File: src/rtl/pixel_view_pkg.sv
package pixel_view_pkg;
  localparam int AXIS_RE = 0;
  localparam int AXIS_IM = 1;

  // Cleaned pan strobes, one bit per axis (bit 0 real, bit 1 imaginary)
  typedef struct packed {
    logic [1:0] inc;
    logic [1:0] dec;
  } panStrobe_t;
endpackage

File: src/rtl/view_control.sv
module view_control
  import pixel_view_pkg::*;
#(
  parameter int EXP_W     = 5,
  parameter int MAX_EXP   = 18,
  parameter int RESET_EXP = 16
) (
  input  logic             clk,
  input  logic             rst,
  input  logic             btnUp,
  input  logic             btnDown,
  input  logic             btnLeft,
  input  logic             btnRight,
  input  logic             btnZoomIn,
  input  logic             btnZoomOut,
  output panStrobe_t       strobe,
  output logic [EXP_W-1:0] scaleExp
);
  logic zoomDown;
  logic zoomUp;

  always_comb begin
    strobe.inc[AXIS_RE] = btnRight & ~btnLeft;
    strobe.dec[AXIS_RE] = btnLeft  & ~btnRight;
    strobe.inc[AXIS_IM] = btnUp    & ~btnDown;
    strobe.dec[AXIS_IM] = btnDown  & ~btnUp;
  end

  assign zoomDown = btnZoomIn  & ~btnZoomOut & (scaleExp != '0);
  assign zoomUp   = btnZoomOut & ~btnZoomIn  & (scaleExp != EXP_W'(MAX_EXP));

  always_ff @(posedge clk) begin
    if (rst)           scaleExp <= EXP_W'(RESET_EXP);
    else if (zoomDown) scaleExp <= scaleExp - 1'b1;
    else if (zoomUp)   scaleExp <= scaleExp + 1'b1;
  end

  AST_EXP_BOUNDS: assert property (@(posedge clk) disable iff (rst)
    scaleExp <= EXP_W'(MAX_EXP));
  AST_ZOOM_IN_HALVES: assert property (@(posedge clk) disable iff (rst)
    (btnZoomIn && !btnZoomOut && scaleExp != '0) |=> scaleExp == EXP_W'($past(scaleExp) - 1'b1));
  AST_ZOOM_LOW_CLAMP: assert property (@(posedge clk) disable iff (rst)
    (btnZoomIn && scaleExp == '0) |=> scaleExp == '0);
  AST_ZOOM_HIGH_CLAMP: assert property (@(posedge clk) disable iff (rst)
    (btnZoomOut && scaleExp == EXP_W'(MAX_EXP)) |=> scaleExp == EXP_W'(MAX_EXP));
  AST_ZOOM_CANCEL: assert property (@(posedge clk) disable iff (rst)
    (btnZoomIn && btnZoomOut) |=> $stable(scaleExp));
endmodule

File: src/rtl/coord_datapath.sv
module coord_datapath
  import pixel_view_pkg::*;
#(
  parameter int PIX_W     = 6,
  parameter int COORD_W   = 24,
  parameter int EXP_W     = 5,
  parameter int PAN_SHIFT = 2
) (
  input  logic               clk,
  input  logic               rst,
  input  panStrobe_t         strobe,
  input  logic [EXP_W-1:0]   scaleExp,
  input  logic               pixValid,
  input  logic [PIX_W-1:0]   pixX,
  input  logic [PIX_W-1:0]   pixY,
  output logic               coordValid,
  output logic [COORD_W-1:0] coordRe,
  output logic [COORD_W-1:0] coordIm
);
  localparam int CENTER = 2 ** (PIX_W - 1);

  logic [PIX_W-1:0]   pixIdx [2];
  logic [COORD_W-1:0] origin [2];
  logic [COORD_W-1:0] coord  [2];
  logic [COORD_W-1:0] panStep;

  assign pixIdx[AXIS_RE] = pixX;
  assign pixIdx[AXIS_IM] = pixY;
  assign panStep = (COORD_W'(1) << scaleExp) << PAN_SHIFT;

  for (genvar a = 0; a < 2; a++) begin : g_axis
    logic signed [PIX_W:0] centred;
    logic [COORD_W-1:0]    offset;

    assign centred = $signed({1'b0, pixIdx[a]}) - $signed((PIX_W + 1)'(CENTER));
    assign offset  = COORD_W'(centred) << scaleExp;

    always_ff @(posedge clk) begin
      if (rst)                origin[a] <= '0;
      else if (strobe.inc[a]) origin[a] <= origin[a] + panStep;
      else if (strobe.dec[a]) origin[a] <= origin[a] - panStep;
    end

    always_ff @(posedge clk) begin
      if (rst)           coord[a] <= '0;
      else if (pixValid) coord[a] <= origin[a] + offset;
    end
  end

  always_ff @(posedge clk) begin
    if (rst) coordValid <= 1'b0;
    else     coordValid <= pixValid;
  end

  assign coordRe = coord[AXIS_RE];
  assign coordIm = coord[AXIS_IM];

  AST_STROBE_EXCL: assert property (@(posedge clk) disable iff (rst)
    !(strobe.inc[AXIS_RE] && strobe.dec[AXIS_RE]) && !(strobe.inc[AXIS_IM] && strobe.dec[AXIS_IM]));
  AST_RE_IDLE: assert property (@(posedge clk) disable iff (rst)
    (!strobe.inc[AXIS_RE] && !strobe.dec[AXIS_RE]) |=> $stable(origin[AXIS_RE]));
  AST_IM_IDLE: assert property (@(posedge clk) disable iff (rst)
    (!strobe.inc[AXIS_IM] && !strobe.dec[AXIS_IM]) |=> $stable(origin[AXIS_IM]));
  AST_VALID_RISE: assert property (@(posedge clk) disable iff (rst)
    pixValid |=> coordValid);
  AST_VALID_FALL: assert property (@(posedge clk) disable iff (rst)
    !pixValid |=> !coordValid);
  AST_HOLD: assert property (@(posedge clk) disable iff (rst)
    !pixValid |=> ($stable(coordRe) && $stable(coordIm)));
endmodule

File: src/rtl/pixel_view_mapper.sv
module pixel_view_mapper
  import pixel_view_pkg::*;
#(
  parameter int PIX_W     = 6,
  parameter int COORD_W   = 24,
  parameter int FRAC_W    = 20,
  parameter int PAN_SHIFT = 2
) (
  input  logic               clk,
  input  logic               rst,
  input  logic               pixValid,
  input  logic [PIX_W-1:0]   pixX,
  input  logic [PIX_W-1:0]   pixY,
  input  logic               btnUp,
  input  logic               btnDown,
  input  logic               btnLeft,
  input  logic               btnRight,
  input  logic               btnZoomIn,
  input  logic               btnZoomOut,
  output logic               coordValid,
  output logic [COORD_W-1:0] coordRe,
  output logic [COORD_W-1:0] coordIm
);
  // Reset view spans 4.0 units across the image; largest scale keeps offsets in range
  localparam int RESET_EXP = FRAC_W + 2 - PIX_W;
  localparam int MAX_EXP   = COORD_W - PIX_W;
  localparam int EXP_W     = $clog2(MAX_EXP + 1);

  panStrobe_t       strobe;
  logic [EXP_W-1:0] scaleExp;

  view_control #(
    .EXP_W(EXP_W), .MAX_EXP(MAX_EXP), .RESET_EXP(RESET_EXP)
  ) u_ctrl (
    .clk(clk), .rst(rst),
    .btnUp(btnUp), .btnDown(btnDown), .btnLeft(btnLeft), .btnRight(btnRight),
    .btnZoomIn(btnZoomIn), .btnZoomOut(btnZoomOut),
    .strobe(strobe), .scaleExp(scaleExp)
  );

  coord_datapath #(
    .PIX_W(PIX_W), .COORD_W(COORD_W), .EXP_W(EXP_W), .PAN_SHIFT(PAN_SHIFT)
  ) u_path (
    .clk(clk), .rst(rst), .strobe(strobe), .scaleExp(scaleExp),
    .pixValid(pixValid), .pixX(pixX), .pixY(pixY),
    .coordValid(coordValid), .coordRe(coordRe), .coordIm(coordIm)
  );
endmodule

File: config.mk
export PLATFORM = sky130hd
export DESIGN_NAME = pixel_view_mapper
export DESIGN_NICKNAME = d
export VERILOG_FILES = /design/src/rtl/pixel_view_pkg.sv /design/src/rtl/view_control.sv /design/src/rtl/coord_datapath.sv /design/src/rtl/pixel_view_mapper.sv
export SDC_FILE = /design/constraint.sdc
export NUM_CORES = 1
export LEC_CHECK = 0
export BUFFER_PORTS_ARGS = -buffer_cell sky130_fd_sc_hd__buf_2
export CORE_UTILIZATION = 60
export CTS_BUF_LIST = sky130_fd_sc_hd__clkbuf_16
export DETAILED_ROUTE_END_ITERATION = 8
export PLACE_DENSITY = 0.79
export SLEW_MARGIN = 40
export SYNTH_ARGS = -nofsm -noshare
export SYNTH_HDL_FRONTEND = slang
export SYNTH_SLANG_ARGS = --single-unit
File: constraint.sdc
create_clock -name clk -period 9.35 [get_ports clk]
set_input_delay 0.935 -clock clk [delete_from_list [all_inputs] [get_ports clk]]
set_output_delay 0.935 -clock clk [all_outputs]
set_load 0.05 [all_outputs]
# Yosys cells after proc, flatten, opt, wreduce, memory -nomap -nowiden
# Memories as Yosys holds them, arrays and structs flattened.
# Index checks and enable logic that the tools add are counted.
# classes
n_eq_ne	1
n_reduce_logical	2
n_bitwise	20
muxes	27
addsub	10
shifts	3
# op_table
op	count
24-bit 2-to-1 mux	6
24-bit adder	4
24-bit by 5-bit left shift with 24-bit output	2
24-bit subtractor	2
1-bit by 5-bit left shift with 22-bit output, first input constant	1
1-bit 2-to-1 mux	19
6-bit by 6-bit subtractor with 7-bit output, second input constant	2
5-bit 2-to-1 mux	2
1-bit bitwise AND	8
1-bit NOT	6
1-bit bitwise OR	6
5-bit by 1-bit adder with 5-bit output, second input constant	1
5-bit inequality test, second input constant	1
5-bit nonzero test	1
5-bit by 1-bit subtractor with 5-bit output, second input constant	1
2-bit nonzero test	1
# totals
ram_bits	96
regBits	6
input_bits	21
memories	2
elab_cells	67
output_inout_bits	49
# mem_list
memory	words	word_bits	rd	rd_clocked_by_memory_dff	wr	line	source
u_path.coord	2	24	2	0	2	coord_datapath.sv:24	logic [COORD_W-1:0] coord [2];
u_path.origin	2	24	2	0	2	coord_datapath.sv:23	logic [COORD_W-1:0] origin [2];

# Longest topological paths before layout
# depth
depth_word	7
ltp_mapped	20
depth_no_buf	19

# Cells and area by module
# From an unflattened synthesis, not the netlist that was laid out.
# hier_totals
cells_unflattened	1202
area_unflattened_um2	9997.1
# modules_own_cells
module	area_per_inst_um2	cells_per_inst	instances
coord_datapath	9559.2	1148	1
view_control	437.9	54	1

# Worst setup path after synthesis
# OpenSTA, ideal clock, no wires.
# synth_timing
path_kind	input to register
start	input rst
end	memory u_path.origin[1][16], data pin
path_slack_ps	5357
cell_stages	14
n_path_buf	2
arrival_time_ps	3733
required_time_ps	9090
path_cell_list	clkbuf_1 -> nor3b_1 -> clkbuf_1 -> nor2_1 -> xnor2_1 -> ha_1 -> a21o_1 -> a21o_1 -> a21oi_1 -> o21ai_0 -> a211o_1 -> a21o_1 -> a21oi_1 -> mux2i_1
# synth_rtl
element	line	source
start: declaration	pixel_view_mapper.sv:10	input logic rst,
end: declaration	coord_datapath.sv:23	

==> qor.txt <==
status: finished clean
Die Width: 132 um
Sink Count: 98
Num CTS Buffers: 9
gpl congestion: 0.963
CP arrival: 4.78 ns
Final setup viols: 0
num ports: 70
DRT Wirelength: 28,000 um
synthesized area: 10,200 um^2
layout cells sized above 1: 11.2%
# nets final: 1,388
commonest non-fill, non-tap cell in the layout: nor2_1
Warnings, synthesis: 0
Slowest cell on crit path: dfxtp_2
Relative slew margins: 42.5%
sw frac: 48.9%
Multi-input gate area: 6890 um^2
Pint: 1.52 mW
Synthesized Nets: 1,356
Combinational Power Share: 62.4%
Hold Buf Count CTS: 0
Starting Density: 61.6%
leakage: 4.83 nW
R2R Setup Slk: 4.75 ns
vias in the first global route: 8,754
H-tree levels: 3
Setup crit end kind: flip-flop
antenna violations before repair: 0
EDFF count, synth: 92
period utilization: 49.2%
Seq cells post-synth: 98
startpoint type of the worst setup path: flip-flop
final setup TNS: 0 ns
part of the Yosys area used for sequential elements: 28.2%
Synth Flop Type: edfxtp_1
largest net degree at the start of global routing: 56
CTS tree: built
Sw Pwr: 1.45 mW
total track usage: 32.9%
crit-path max cell delay: 0.66 ns
P per Cell Area: 271 nW/um^2
IO buf count: 69
Syn Inst Count: 1,219
reg-to-reg endpoint: u_path.origin[1][19]
Min-Delay Startpoint: u_ctrl.scaleExp[1]
clock power share: 12.2%
Worst Hold Class: reg2reg
drt initial violations: 1,032
Clock Latency Late Sink: 0.37 ns
origin of the critical flop-to-flop path: u_ctrl.scaleExp[1]
GRT overflow: 0
max-cap violation count: 0
minimum period implied by the final worst setup slack: 4.60 ns
Final Hold Fails: 0
IR Drop Worst-Case VDD: 0.000133 V
post-synth cell types: 84
worst reg2reg path depth: 16
die height: 132 um
post-CTS setup buffers: 0
post-DP HPWL: 21,100 um
critical-path cell list: clkinv_1 > nand2_1 > nor2_1 > nand2_1 > ha_1 > o21ai_0 > nand2_1 > xnor2_1 > ha_1 > a21o_1 > or3_1 > o21ai_2 > o41ai_4 > a21oi_1 > nor2_1 > o41ai_1
Seq pwr share: 25.3%
dpl ws: 4.49 ns
clock buffer depth: 2
routed length per instance: 19.0 um
Pre-antenna DRT Iters: 6
Top cell by count, worst path: nand2_1
Area Growth Syn to Fin: 7.35%
Clock transition at path regs: 0.07 ns
WP data required: 9.53 ns
row count: 47
first-pass GRT wire length: 45,500 um
skew final: 0.00911 ns
Post-Syn Area per Cell: 8.38 um^2
vias per cell: 6.46
most frequent cells in the layout: nor2_1 (146), a21oi_1 (126), ha_1 (110)
DRT antenna net count: 0
core box area: 16,600 um^2
CP Max Fanout: 29
Hold Path End: u_ctrl.scaleExp[1]
final hold slack: 0.740 ns
fmax: 217 MHz
hold path cells: 2
unrepaired setup endpoints after global routing: false
root buffer cell: clkbuf_16
Worst-Margin Slew: 0.860 ns
# DRC: 0
sequential cell area: 2890 um^2
antenna cells: 0
total power: 2.97 mW
Vias: 9,531
die area: 17,500 um^2
max-slew violations: 0
setup slack after layout: 4.75 ns
CP Class: reg2reg
post-CTS sizing: 0
post-synthesis async set-or-reset flop share: 0%
Fillers: 1,416
-- per-layer routing --
metal | part of all wire, % | routed length [um] | vias to the layer above | global-route usage [%]
met1 | 43 | 12100 | 4464 | 46.1
li1 | - | - | 4584 | -
met4 | 2.9 | 826 | 0 | 12.6
met5 | 0 | 0 | - | 0
met3 | 9.2 | 2590 | 51 | 4.90
met2 | 45 | 12500 | 432 | 51.2
-- final cells by class --
cell class                 count  area share (%)
inverter                      64            2.19
tap                          220            2.51
timing repair buffer          77            3.70
clock inverter                 7           0.411
multi-input combinational   1001            62.8
sequential                    98            26.3
clock buffer                   9            2.05
-- cell usage after synthesis (18+ instances only) --
master      n  area, um^2
nor2_1    146         548
a21oi_1   126         631
ha_1      110        1380
edfxtp_1   92        2760
nand2_1    82         308
inv_1      63         236
o21ai_0    63         315
clkbuf_1   44         165
a21o_1     37         278
xnor2_1    37         324
nor3_1     30         150
a211oi_1   26         195
or3_1      25         156
nand3_1    23         115
o22ai_1    21         131
xor2_1     20         175
nand2b_1   18         113
-- flip-flops by register name (all words and copies together), names as in the netlist --
signal and count:
u_path.origin 44, u_ctrl.scaleExp 5, u_path.coord 48, u_path.coordValid 1
-- power groups by stage --
| stage | registers [mW] | logic, mW | clock network (mW) |
|---|---|---|---|
| 4_1_cts | 0.746 | 1.83 | 0.365 |
| 2_1_floorplan | 0.826 | 1.35 | 0 |
| 5_1_grt | 0.761 | 2.05 | 0.379 |
| 3_3_place_gp | 0.751 | 1.78 | 0 |
| 3_5_place_dp | 0.754 | 1.81 | 0 |
| 6_report | 0.753 | 1.86 | 0.364 |
-- worst max path at each step --
stage                     cells after the start  slack [ns]          startpoint                   end
after floorplan                              14        5.36                 rst  u_path.origin[1][16]
after global placement                       16        4.61  u_ctrl.scaleExp[1]  u_path.origin[1][19]
after CTS                                    16        4.45  u_ctrl.scaleExp[1]  u_path.origin[1][19]
final                                        16        4.75  u_ctrl.scaleExp[1]  u_path.origin[1][19]
after global routing                         16        4.45  u_ctrl.scaleExp[1]  u_path.origin[1][19]
after detailed placement                     16        4.49  u_ctrl.scaleExp[1]  u_path.origin[1][19]
-- worst max-delay path: cells and delay by family (launching register included) --
kind	cells	cell delay, ns
adders and majority gates	2	0.64
DFF	1	0.66
and+or+nand+nor	6	1.10
buffers and inverters	1	0.42
xor gates and xnor gates	1	0.17
AOI/OAI and AO/OA	6	1.42
-- kinds of logic (layout without fill, tap and decap cells) --
kind of cell	count (synthesis)	after routing	share of synthesized area [%]
flip-flops	98	98	28.2
buffers and inverters	120	157	4.48
AND/OR/NAND/NOR	400	400	18.9
AO/OA/AOI/OAI	407	407	26.7
multiplexers	21	21	2.23
XOR/XNOR	57	57	4.89
adder cells (fa/ha/maj)	116	116	14.7
-- through the flow --
step           utilization, %  cell area [um^2]  std cells
3_3_place_gp             64.4             10700       1460
2_1_floorplan               -             10200       1219
6_report                 66.1             11000       1476
5_1_grt                  66.1             11000       1476
3_5_place_dp             64.5             10700       1460
4_1_cts                  66.1             11000       1476
Note: power is estimated with default switching activity, not from simulation.
